<file path="src/rtl/gpio_port_pkg.sv">
package gpio_port_pkg;

    typedef enum logic [1:0] {
        SEL_NONE = 2'd0,
        SEL_DIR  = 2'd1,
        SEL_DAT  = 2'd2
    } reg_sel_e;

endpackage

</file>
<file path="src/rtl/gpio_port_regs.sv">
module gpio_port_regs
    import gpio_port_pkg::*;
#(
    parameter int WIDTH = 8
) (
    input  logic             clk,
    input  logic             rst_n,
    input  logic             hw_stby,
    input  logic             sw_stby,
    input  logic             wr_en,
    input  reg_sel_e         wr_sel,
    input  logic [WIDTH-1:0] wr_data,
    output logic [WIDTH-1:0] dir_o,
    output logic [WIDTH-1:0] lat_o
);

    typedef struct packed {
        logic [WIDTH-1:0] dir;
        logic [WIDTH-1:0] lat;
    } regs_t;

    regs_t regs_d, regs_q;

    always_comb begin
        regs_d = regs_q;
        if (hw_stby) begin
            regs_d = '0;
        end else if (wr_en && !sw_stby) begin
            unique case (wr_sel)
                SEL_DIR: regs_d.dir = wr_data;
                SEL_DAT: regs_d.lat = wr_data;
                default: regs_d = regs_q;
            endcase
        end
    end

    always_ff @(posedge clk or negedge rst_n) begin
        if (!rst_n) begin
            regs_q <= '0;
        end else begin
            regs_q <= regs_d;
        end
    end

    assign dir_o = regs_q.dir;
    assign lat_o = regs_q.lat;

endmodule

</file>
<file path="src/rtl/gpio_port_sync.sv">
module gpio_port_sync #(
    parameter int WIDTH  = 8,
    parameter int STAGES = 2
) (
    input  logic             clk,
    input  logic             rst_n,
    input  logic [WIDTH-1:0] async_i,
    output logic [WIDTH-1:0] sync_o
);

    logic [STAGES-1:0][WIDTH-1:0] chain_d, chain_q;

    always_comb begin
        chain_d[0] = async_i;
        for (int s = 1; s < STAGES; s++) begin
            chain_d[s] = chain_q[s-1];
        end
    end

    always_ff @(posedge clk or negedge rst_n) begin
        if (!rst_n) begin
            chain_q <= '0;
        end else begin
            chain_q <= chain_d;
        end
    end

    assign sync_o = chain_q[STAGES-1];

endmodule

</file>
<file path="src/rtl/gpio_port_rdmux.sv">
module gpio_port_rdmux
    import gpio_port_pkg::*;
#(
    parameter int WIDTH = 8
) (
    input  logic             clk,
    input  logic             rst_n,
    input  logic             rd_en,
    input  reg_sel_e         rd_sel,
    input  logic [WIDTH-1:0] dir_i,
    input  logic [WIDTH-1:0] lat_i,
    input  logic [WIDTH-1:0] pin_sync_i,
    output logic [WIDTH-1:0] rdata_o
);

    logic [WIDTH-1:0] rdata_d, rdata_q;
    logic [WIDTH-1:0] merged;

    always_comb begin
        merged = (dir_i & lat_i) | (~dir_i & pin_sync_i);
        rdata_d = '0;
        if (rd_en) begin
            unique case (rd_sel)
                SEL_DIR: rdata_d = '1;
                SEL_DAT: rdata_d = merged;
                default: rdata_d = '0;
            endcase
        end
    end

    always_ff @(posedge clk or negedge rst_n) begin
        if (!rst_n) begin
            rdata_q <= '0;
        end else begin
            rdata_q <= rdata_d;
        end
    end

    assign rdata_o = rdata_q;

endmodule

</file>
<file path="src/rtl/gpio_port_ctl.sv">
module gpio_port_ctl
    import gpio_port_pkg::*;
#(
    parameter int          WIDTH       = 8,
    parameter int          ADDR_W      = 4,
    parameter int          SYNC_STAGES = 2,
    parameter logic [ADDR_W-1:0] DIR_ADDR = 4'h0,
    parameter logic [ADDR_W-1:0] DAT_ADDR = 4'h1
) (
    input  logic              clk,
    input  logic              rst_n,
    input  logic              hw_stby,
    input  logic              sw_stby,
    input  logic              bus_wr,
    input  logic              bus_rd,
    input  logic [ADDR_W-1:0] bus_addr,
    input  logic [WIDTH-1:0]  bus_wdata,
    output logic [WIDTH-1:0]  bus_rdata,
    input  logic [WIDTH-1:0]  pin_in,
    input  logic [WIDTH-1:0]  alt_en,
    input  logic [WIDTH-1:0]  alt_data,
    output logic [WIDTH-1:0]  pin_out,
    output logic [WIDTH-1:0]  pin_oe
);

    reg_sel_e         sel;
    logic [WIDTH-1:0] dir_w, lat_w, pin_sync_w;

    always_comb begin
        if (bus_addr == DIR_ADDR)      sel = SEL_DIR;
        else if (bus_addr == DAT_ADDR) sel = SEL_DAT;
        else                           sel = SEL_NONE;
    end

    gpio_port_regs #(.WIDTH(WIDTH)) regs_i (
        .clk     (clk),
        .rst_n   (rst_n),
        .hw_stby (hw_stby),
        .sw_stby (sw_stby),
        .wr_en   (bus_wr),
        .wr_sel  (sel),
        .wr_data (bus_wdata),
        .dir_o   (dir_w),
        .lat_o   (lat_w)
    );

    gpio_port_sync #(.WIDTH(WIDTH), .STAGES(SYNC_STAGES)) sync_i (
        .clk     (clk),
        .rst_n   (rst_n),
        .async_i (pin_in),
        .sync_o  (pin_sync_w)
    );

    gpio_port_rdmux #(.WIDTH(WIDTH)) rdmux_i (
        .clk        (clk),
        .rst_n      (rst_n),
        .rd_en      (bus_rd),
        .rd_sel     (sel),
        .dir_i      (dir_w),
        .lat_i      (lat_w),
        .pin_sync_i (pin_sync_w),
        .rdata_o    (bus_rdata)
    );

    for (genvar i = 0; i < WIDTH; i++) begin : g_pin
        assign pin_out[i] = alt_en[i] ? alt_data[i] : lat_w[i];
        assign pin_oe[i]  = dir_w[i];
    end

endmodule

</file>
<file path="config.mk">
export PLATFORM = sky130hd
export DESIGN_NAME = gpio_port_ctl
export DESIGN_NICKNAME = d
export VERILOG_FILES = /design/src/rtl/gpio_port_pkg.sv /design/src/rtl/gpio_port_regs.sv /design/src/rtl/gpio_port_sync.sv /design/src/rtl/gpio_port_rdmux.sv /design/src/rtl/gpio_port_ctl.sv
export SDC_FILE = /design/constraint.sdc
export NUM_CORES = 1
export LEC_CHECK = 0
export BUFFER_PORTS_ARGS = -buffer_cell sky130_fd_sc_hd__buf_2
export CAP_MARGIN = 20
export CORE_AREA = 2 2 48 83
export CTS_BUF_LIST = sky130_fd_sc_hd__clkbuf_8
export DETAILED_ROUTE_END_ITERATION = 10
export DIE_AREA = 0 0 50 85
export GPL_ROUTABILITY_DRIVEN = 0
export GPL_TIMING_DRIVEN = 0
export PLACE_DENSITY = 0.78
export SLEW_MARGIN = 20
export SYNTH_ARGS = -nofsm -noshare
export SYNTH_HDL_FRONTEND = slang
export SYNTH_HIERARCHICAL = 1
export SYNTH_SLANG_ARGS = --single-unit
</file>
<file path="constraint.sdc">
create_clock -name clk -period 1 [get_ports clk]
set_input_delay 0.15 -clock clk [delete_from_list [all_inputs] [get_ports clk]]
set_output_delay 0.15 -clock clk [all_outputs]
set_load 0.005 [all_outputs]
</file>
==> flow_metrics.tcl, run 1 <==
set metrics [dict create \
    status "complete, but fails checks" \
    violations "hold timing, setup timing" \
    p_leak_nw 1.37 \
    synth.yosys.warnings 6 \
    finalSetupTns_ps -2770 \
    clock_path_buffers 2 \
    synthTopCellsByCount "dfrtp_1 (40), mux2i_1 (24), nand2b_1 (24)" \
    arrival_ps 1090 \
    vias_per_cell 4.97 \
    cts_made_buffers 5 \
    clkSlewWorstSetupHoldPaths_ps 80 \
    async_flop_share_pct 100 \
    setup_viol 24 \
    antenna_left 0 \
    power_density_nw_per_um2 1280 \
    die_h_um 85 \
    syn_avg_cell_area_um2 14.3 \
    drv_cap 0 \
    fin_hold_ws_ps -42.8 \
    cts_max_level 2 \
    power.total_mw 3.31 \
    cts_tree "built" \
    fin_crit_sh_pct 124 \
    clkLatencyLatePin_ps 290 \
    slew_viol_final 0 \
    grt_pass1_wl_um 6440 \
    syn_to_final_growth_pct 50.9 \
    place_inst 231 \
    path_cells "mux2_4, buf_6" \
    stdcell_count 267 \
    initial_core_util_pct 47.8 \
    max_freq_mhz 808 \
    layout-drive-gt1-share_pct 54.3 \
    max_slew.worst_pin.slew_ps 846 \
    crit_family "flip-flops" \
    setup_ws_ps -238 \
    slew_headroom_pct 43.6 \
    grt-ovfl-total 0 \
    hp-class "input port to asynchronous set/reset pin" \
    grt_max_degree 41 \
    cts_sinks 40 \
    dr.first_iter.drc_count 11 \
    synth_top_area_share_pct 58.3 \
    crit_type "flip-flop to primary output" \
    netlist_instances 120 \
    cp_num_buf_inv 1 \
    synth.net_count 164 \
    rsz0062_at_grt "true" \
    synthFlopType "dfrtp_1" \
    antenna_found_initial 0 \
    yosysTopAreaCell "dfrtp_1" \
    dpl_cell_area_um2 2130 \
    yosysMostFrequentCell "dfrtp_1" \
    grt_pass1_vias 1428 \
    finalNetCount 264 \
    cp_max_fo 2 \
    pin_count 66 \
    clock_skew_ps 3.40 \
    wl_um 4040 \
    rows 29 \
    grt.total_usage_pct 20.7 \
    vdd_drop_max_mv 1.35 \
    cp-start-kind "flip-flop" \
    synth-seq-cells 40 \
    ys_types 17 \
    insertedDiodeCount 0 \
    die_x_um 50 \
    synth_edf_count 0 \
    stdcell_area_um2 2590 \
    synth_area_leaders "dfrtp_1 (58%), mux2i_1 (14%), nand2b_1 (8.7%)" \
    pre_cts_ws_ps -580 \
    die_area_um2 4250 \
    drc 0 \
    vias 1326 \
    portBuffers 65 \
    finalHoldViolCount 40 \
    cp_slowest_cell "dfrtp_1" \
    end_kind "primary output" \
    fin_util_pct 72.2 \
    firstDrtPassIters 4 \
    required_ps 850 \
    ys_seq_area_share_pct 58.3 \
    dp_hpwl_um 2660 \
    cp_slowest_stage_delay_ps 400 \
    core_area_um2 3590 \
    mappedNetlistArea_um2 1720 \
    finalCriticalPeriod_ps 1240 \
    wire_per_inst_um 15.1 \
    cts_root_buf "clkbuf_8" \
]
## area by class of cell
class	count	area [um2]
inverter	2	7.51
clock inverter	3	42.5
sequential	40	1000
multi-input combinational	74	759
timing repair buffer	93	626
fill	241	1000
tap	46	57.6
buffer	4	30.0
clock buffer	5	68.8
## kinds of logic after synthesis
family	share of synthesized area, %
AND/OR/NAND/NOR	14.9
AO/OA/AOI/OAI	2.55
buffers and inverters	1.82
multiplexers	21.0
adder cells (fa/ha/maj)	1.46
flip-flops	58.3
## metal layers
layer | vias to the layer above | wire [um] | global-route usage, %
li1 | 615 | - | -
met1 | 649 | 1340 | 19.2
met2 | 47 | 2350 | 39.1
met3 | 15 | 204 | 4.93
met4 | 0 | 151 | 11.9
met5 | - | 0 | 0
## report_power, final
group | switching, mW | total, mW | internal (mW) | leakage, nW
Combinational | 0.146 | 0.353 | 0.207 | 0.791
Clock | 0.551 | 1.29 | 0.738 | 0.0541
Sequential | 0.0119 | 1.67 | 1.65 | 0.521
Total | 0.709 | 3.31 | 2.60 | 1.37
## state kept, by name (all words and copies together), names as in the netlist
| name | flops |
|---|---|
| sync_i/chain_d | 8 |
| regs_i/lat_o | 8 |
| rdmux_i/rdata_o | 8 |
| sync_i/sync_o | 8 |
| regs_i/dir_o | 8 |
## path summary, 6_finish.rpt
kind / endpoint / cells after the start / slack [ps] / start
max: pin_out[4] / 2 / -240 / regs_i/lat_o[4]$_DFFE_PN0P_
min: sync_i/chain_d[8]$_DFF_PN0_ / 1 / -40 / rst_n
max reg2reg: rdmux_i/rdata_o[5]$_DFF_PN0_ / 4 / -40 / regs_i/lat_o[5]$_DFFE_PN0P_
min reg2reg: sync_i/sync_o[5]$_DFF_PN0_ / 0 / 350 / sync_i/chain_d[13]$_DFF_PN0_
max in group asynchronous: regs_i/dir_o[5]$_DFFE_PN0P_ / 1 / 510 / rst_n
min in group clk: regs_i/dir_o[3]$_DFFE_PN0P_ / 3 / 130 / bus_wdata[3]
## cell usage in the layout, fill, tap and decap left out, drive strengths merged, types with 2 or more instances in the layout
cell,n
buf,87
dfrtp,40
nand2b,24
mux2i,24
mux2,8
dlygate4sd3,8
o21ai,8
clkbuf,7
nand3b,2
inv,2
ha,2
and4bb,2
nand4bb,2
## what timing repair did
action | in CTS | in global routing
hold endpoints to repair | 48 | 0
gates resized for setup | 15 | 12
pin swaps | 4 | 2
hold buffers | 8 | 0
endpoints found under the setup margin | 30 | 32
buffers inserted | 16 | 4
(Power assumes the default switching activity.)
==> inputs of run 2 (changes only) <==
CORE_AREA = 2 2 63 109   (was 2 2 48 83)
DIE_AREA = 0 0 65 111   (was 0 0 50 85)
PLACE_DENSITY = not set   (was 0.78)
==> run 2 against run 1 <==
The flow still finishes with violations (hold timing, setup timing). Wire length shrank 0.87%. Combinational power is essentially flat. Register-to-register slack is essentially flat. Critical endpoint is now pin_out[2]. Non-clock buffer count grew 4. First-iteration DRC count grew 82%. Sequential share of layout area shrank 1.3 points. Via count shrank 4.8%. Sequential cell count is the same. Utilization shrank 30 points. Largest power group unchanged. Final cell count grew 15%.
==> flow_metrics.tcl, run 2 (synthesized netlist as in run 1, its figures left out) <==
set metrics [dict create \
    fill_cells 600 \
    antenna_found_initial 0 \
    finalCriticalPeriod_ps 1220 \
    slew_viol_final 0 \
    clkSlewWorstSetupHoldPaths_ps 80 \
    syn_to_final_growth_pct 56.1 \
    crit_family "flip-flops" \
    violations "hold timing, setup timing" \
    p_leak_nw 1.39 \
    reg2reg_depth 4 \
    antenna_left 0 \
    portBuffers 65 \
    rsz0062_at_grt "true" \
    end_kind "primary output" \
    grt_pass1_vias 1305 \
    dr.first_iter.drc_count 20 \
    cts_sinks 40 \
    die_h_um 111 \
    grt.total_usage_pct 11.2 \
    max_slew.worst_pin.slew_ps 860 \
    cts_max_level 2 \
    firstDrtPassIters 4 \
    cp-startpoint "regs_i/lat_o[2]$_DFFE_PN0P_" \
    cts_root_buf "clkbuf_8" \
    clock_skew_ps 4.98 \
    pin_count 66 \
    cts_made_buffers 5 \
    final_cell_mix "buf_2 (57), dfrtp_1 (40), mux2i_1 (24), buf_4 (24), nand2b_1 (24)" \
    power.total_mw 3.37 \
    wl_um 4010 \
    vias_per_cell 4.11 \
    insertedDiodeCount 0 \
    required_ps 850 \
    timing.rr.end "rdmux_i/rdata_o[5]$_DFF_PN0_" \
    arrival_ps 1070 \
    die_x_um 65 \
    clock_path_buffers 2 \
    cp_slowest_stage_delay_ps 400 \
    finalNetCount 268 \
    rows 39 \
    setup_ws_ps -224 \
    fin_crit_sh_pct 122 \
    drv_cap 0 \
    crit_type "flip-flop to primary output" \
    dp_hpwl_um 2790 \
    finalHoldViolCount 40 \
    cts_tree "built" \
    grt-ovfl-total 0 \
    initial_core_util_pct 26.9 \
    vdd_drop_max_mv 0.698 \
    vias 1262 \
    hp-class "input port to asynchronous set/reset pin" \
    die_area_um2 7220 \
    max_freq_mhz 817 \
    cp_max_fo 2 \
    fin_hold_ws_ps -21.4 \
    cp_slowest_cell "dfrtp_1" \
    cp-start-kind "flip-flop" \
    cp_num_buf_inv 1 \
    final_common_cell "buf_2" \
    layout-drive-gt1-share_pct 54.2 \
    slew_headroom_pct 42.7 \
    core_area_um2 6390 \
    grt_max_degree 41 \
    r2r_start "regs_i/lat_o[5]$_DFFE_PN0P_" \
    setup_viol 24 \
    grt_pass1_wl_um 6130 \
    wire_per_inst_um 13.1 \
    regToRegSetupSlack_ps -30 \
    status "complete, but fails checks" \
    power_density_nw_per_um2 1260 \
    clkLatencyLatePin_ps 280 \
    path_cells "mux2_4, buf_6" \
    drc 0 \
]
==> run 2: through the flow <==
stage	setup slack [ps]	setup TNS, ps	cell area [um2]	cells	utilization, %
after CTS	-240	-2420	2570	298	40.1
after global routing	-266	-4170	2680	307	41.9
final	-224	-2410	2680	307	41.9
after global placement	-502	-8920	2170	267	34.0
after floorplan	-217	-2480	1750	120	-
after detailed placement	-526	-9360	2170	267	34.0
==> run 2: area by class of cell <==
class                   instances  area [um2]  share of cell area, %
plain buffers                   4        30.0                   1.12
clock buffers                   6        82.6                   3.08
clock inverters                 2        38.8                   1.45
inverters                       2        7.51                  0.280
multi-input cells              74         776                   28.9
flip-flops and latches         40        1000                   37.3
well taps                      82         103                   3.83
repair buffers                 97         643                   24.0
==> run 2: worst max-delay path by stage <==
stage / slack [ps] / cells past startpoint / to
final: -220 / 2 / pin_out[2]
after global routing: -270 / 2 / pin_out[2]
after CTS: -240 / 2 / pin_out[2]
after detailed placement: -530 / 6 / rdmux_i/rdata_o[3]$_DFF_PN0_
after global placement: -500 / 6 / rdmux_i/rdata_o[2]$_DFF_PN0_
after floorplan: -220 / 5 / rdmux_i/rdata_o[0]$_DFF_PN0_
==> run 2: routing by layer <==
metal	vias up	global-route usage [%]	share of wire, %	routed length (um)
li1	617	-	-	-
met1	612	11.9	37	1490
met2	31	20.3	57	2280
met3	2	2.94	5.1	203
met4	0	4.26	0.85	34
met5	-	0	0	0
==> run 2: repair_timing <==
| item | CTS | global route |
|---|---|---|
| setup endpoints to repair | 32 | 35 |
| pin swaps | 4 | 1 |
| hold buffers | 8 | 0 |
| endpoints found under the hold margin | 8 | 0 |
| gates resized for setup | 14 | 10 |
| buffers inserted | 15 | 9 |
==> run 2: where the power goes <==
group / leakage, nW / switching, mW / internal [mW]
combinational: 0.806 / 0.143 / 0.207
clock: 0.0614 / 0.535 / 0.816
sequential: 0.521 / 0.0115 / 1.65
total: 1.39 / 0.690 / 2.68
==> inputs of run 3 (changes only) <==
SETUP_SLACK_MARGIN = 0.05   (was not set)
==> run 3 against run 2 <==
The flow still finishes with violations (hold timing, setup timing). Final cell count stayed put. Final area is 0.14% higher. First-iteration DRC count is 20% higher. Worst hold slack better by 2.7 ps. Maximum frequency hardly changed. Combinational power hardly changed. Sequential power hardly changed. Clock power hardly changed. Non-clock buffer count stayed put. Clock-buffer cell count stayed put. Via count is 0.71% higher. Largest cell class unchanged.
==> flow_metrics.tcl, run 3 (synthesized netlist as in run 1, its figures left out) <==
set metrics [dict create \
    grt-ovfl-total 0 \
    stdcell_count 307 \
    cts_made_buffers 5 \
    rsz0062_at_grt "true" \
    antenna_found_initial 0 \
    setup_ws_ps -224 \
    seq_power_share_pct 49.4 \
    drc 0 \
    max_slew.worst_pin.slew_ps 869 \
    antenna_left 0 \
    wl_um 4050 \
    clkPwrFrac_pct 40.1 \
    final_common_cell "buf_2" \
    fin_hold_ws_ps -18.6 \
    die_h_um 111 \
    clock_path_buffers 2 \
    layout-drive-gt1-share_pct 54.2 \
    die_x_um 65 \
    comb_power_share_pct 10.4 \
    pin_count 66 \
    dr.first_iter.drc_count 24 \
    portBuffers 65 \
    clock_skew_ps 4.14 \
    swShare_pct 20.5 \
    cp_slowest_cell "dfrtp_1" \
    end_kind "primary output" \
    intPower_mw 2.68 \
    vias_per_cell 4.14 \
    fill_cells 606 \
    status "complete, but fails checks" \
    wire_per_inst_um 13.2 \
    rows 39 \
    clkSlewWorstSetupHoldPaths_ps 80 \
    required_ps 850 \
    firstDrtPassIters 2 \
    reg2reg_depth 4 \
    hp-class "input port to asynchronous set/reset pin" \
    cts_root_buf "clkbuf_8" \
    vias 1271 \
    finalHoldViolCount 40 \
    setup_viol 24 \
    switching_power_mw 0.692 \
    fin_crit_sh_pct 122 \
    crit_type "flip-flop to primary output" \
    initial_core_util_pct 26.9 \
    finalCriticalPeriod_ps 1220 \
    grt.total_usage_pct 11.4 \
    grt_pass1_wl_um 6260 \
    dp_hpwl_um 2790 \
    cp-start-kind "flip-flop" \
    vdd_drop_max_mv 0.698 \
    syn_to_final_growth_pct 56.3 \
    grt_max_degree 41 \
    arrival_ps 1070 \
    drv_cap 0 \
    p_leak_nw 1.39 \
    clkLatencyLatePin_ps 280 \
    slew_headroom_pct 42.1 \
    cts_tree "built" \
    cts_max_level 2 \
    violations "hold timing, setup timing" \
    final_cell_mix "buf_2 (57), dfrtp_1 (40), mux2i_1 (24), nand2b_1 (24), buf_4 (23)" \
    slew_viol_final 0 \
    insertedDiodeCount 0 \
    finalNetCount 268 \
    max_freq_mhz 817 \
    grt_pass1_vias 1334 \
    die_area_um2 7220 \
    cts_sinks 40 \
    core_area_um2 6390 \
    cp_max_fo 2 \
    path_cells "mux2_4, buf_6" \
    power_density_nw_per_um2 1260 \
    finalSetupTns_ps -2610 \
    cp_slowest_stage_delay_ps 400 \
    place_inst 267 \
]
==> run 3: changes by cell type in the layout (fill, tap and decap cells not counted) <==
| cell | delta |
|---|---|
| buf_4 | -1 |
| buf_6 | +1 |
==> run 3: path summary, 6_finish.rpt <==
kind	to	slack, ps	start
setup / recovery	pin_out[2]	-220	regs_i/lat_o[2]$_DFFE_PN0P_
setup reg to reg	rdmux_i/rdata_o[3]$_DFF_PN0_	-30	regs_i/lat_o[3]$_DFFE_PN0P_
min in group clk	regs_i/dir_o[3]$_DFFE_PN0P_	140	bus_wdata[3]
max in group asynchronous	sync_i/sync_o[0]$_DFF_PN0_	480	rst_n
hold reg to reg	sync_i/sync_o[6]$_DFF_PN0_	350	sync_i/chain_d[14]$_DFF_PN0_
hold / removal	sync_i/chain_d[13]$_DFF_PN0_	-20	rst_n
==> run 3: through the flow <==
stage	utilization (%)	area, um2	hold slack, ps	power, mW	worst slack (ps)
3_3_place_gp	34.0	2170	259	1.97	-502
5_1_grt	42.0	2690	53.7	3.53	-266
4_1_cts	40.7	2600	16.5	3.41	-240
2_1_floorplan	-	1750	-146	1.80	-217
6_report	42.0	2690	-18.6	3.37	-224
3_5_place_dp	34.0	2170	259	1.98	-526
==> run 3: layout make-up <==
class / instances / area [um2] / share of cell area [%]
multi-input cells: 74 / 776 / 28.9
repair buffers: 97 / 647 / 24.1
clock buffers: 6 / 82.6 / 3.08
flip-flops and latches: 40 / 1000 / 37.3
well taps: 82 / 103 / 3.82
inverters: 2 / 7.51 / 0.280
plain buffers: 4 / 30.0 / 1.12
clock inverters: 2 / 38.8 / 1.44
==> run 3: worst max-delay path, delay by kind of cell, from the launching register on <==
kind,cells,cell delay (ps)
buf+inv,1,110
flops,1,400
mux,1,280
==> run 3: metal layers <==
layer / track usage (%) / vias to the layer above / wire length [um]
li1: - / 622 / -
met1: 12.3 / 616 / 1510
met2: 20.7 / 31 / 2310
met3: 2.94 / 2 / 203
met4: 4.26 / 0 / 34
met5: 0 / - / 0
==> run 3: timing repair <==
action | 4_1_cts | 5_1_grt
hold endpoints to repair | 8 | 0
endpoints found under the setup margin | 40 | 46
gates resized for setup | 15 | 10
hold buffers | 8 | 0
setup buffers | 19 | 5
pin swaps | 4 | 2
==> run 3: power groups by stage <==
stage | sequential (mW) | combinational, mW | clock, mW
3_3_place_gp | 1.70 | 0.272 | 0
3_5_place_dp | 1.70 | 0.277 | 0
6_report | 1.67 | 0.352 | 1.35
5_1_grt | 1.67 | 0.383 | 1.48
2_1_floorplan | 1.70 | 0.108 | 0
4_1_cts | 1.67 | 0.342 | 1.40
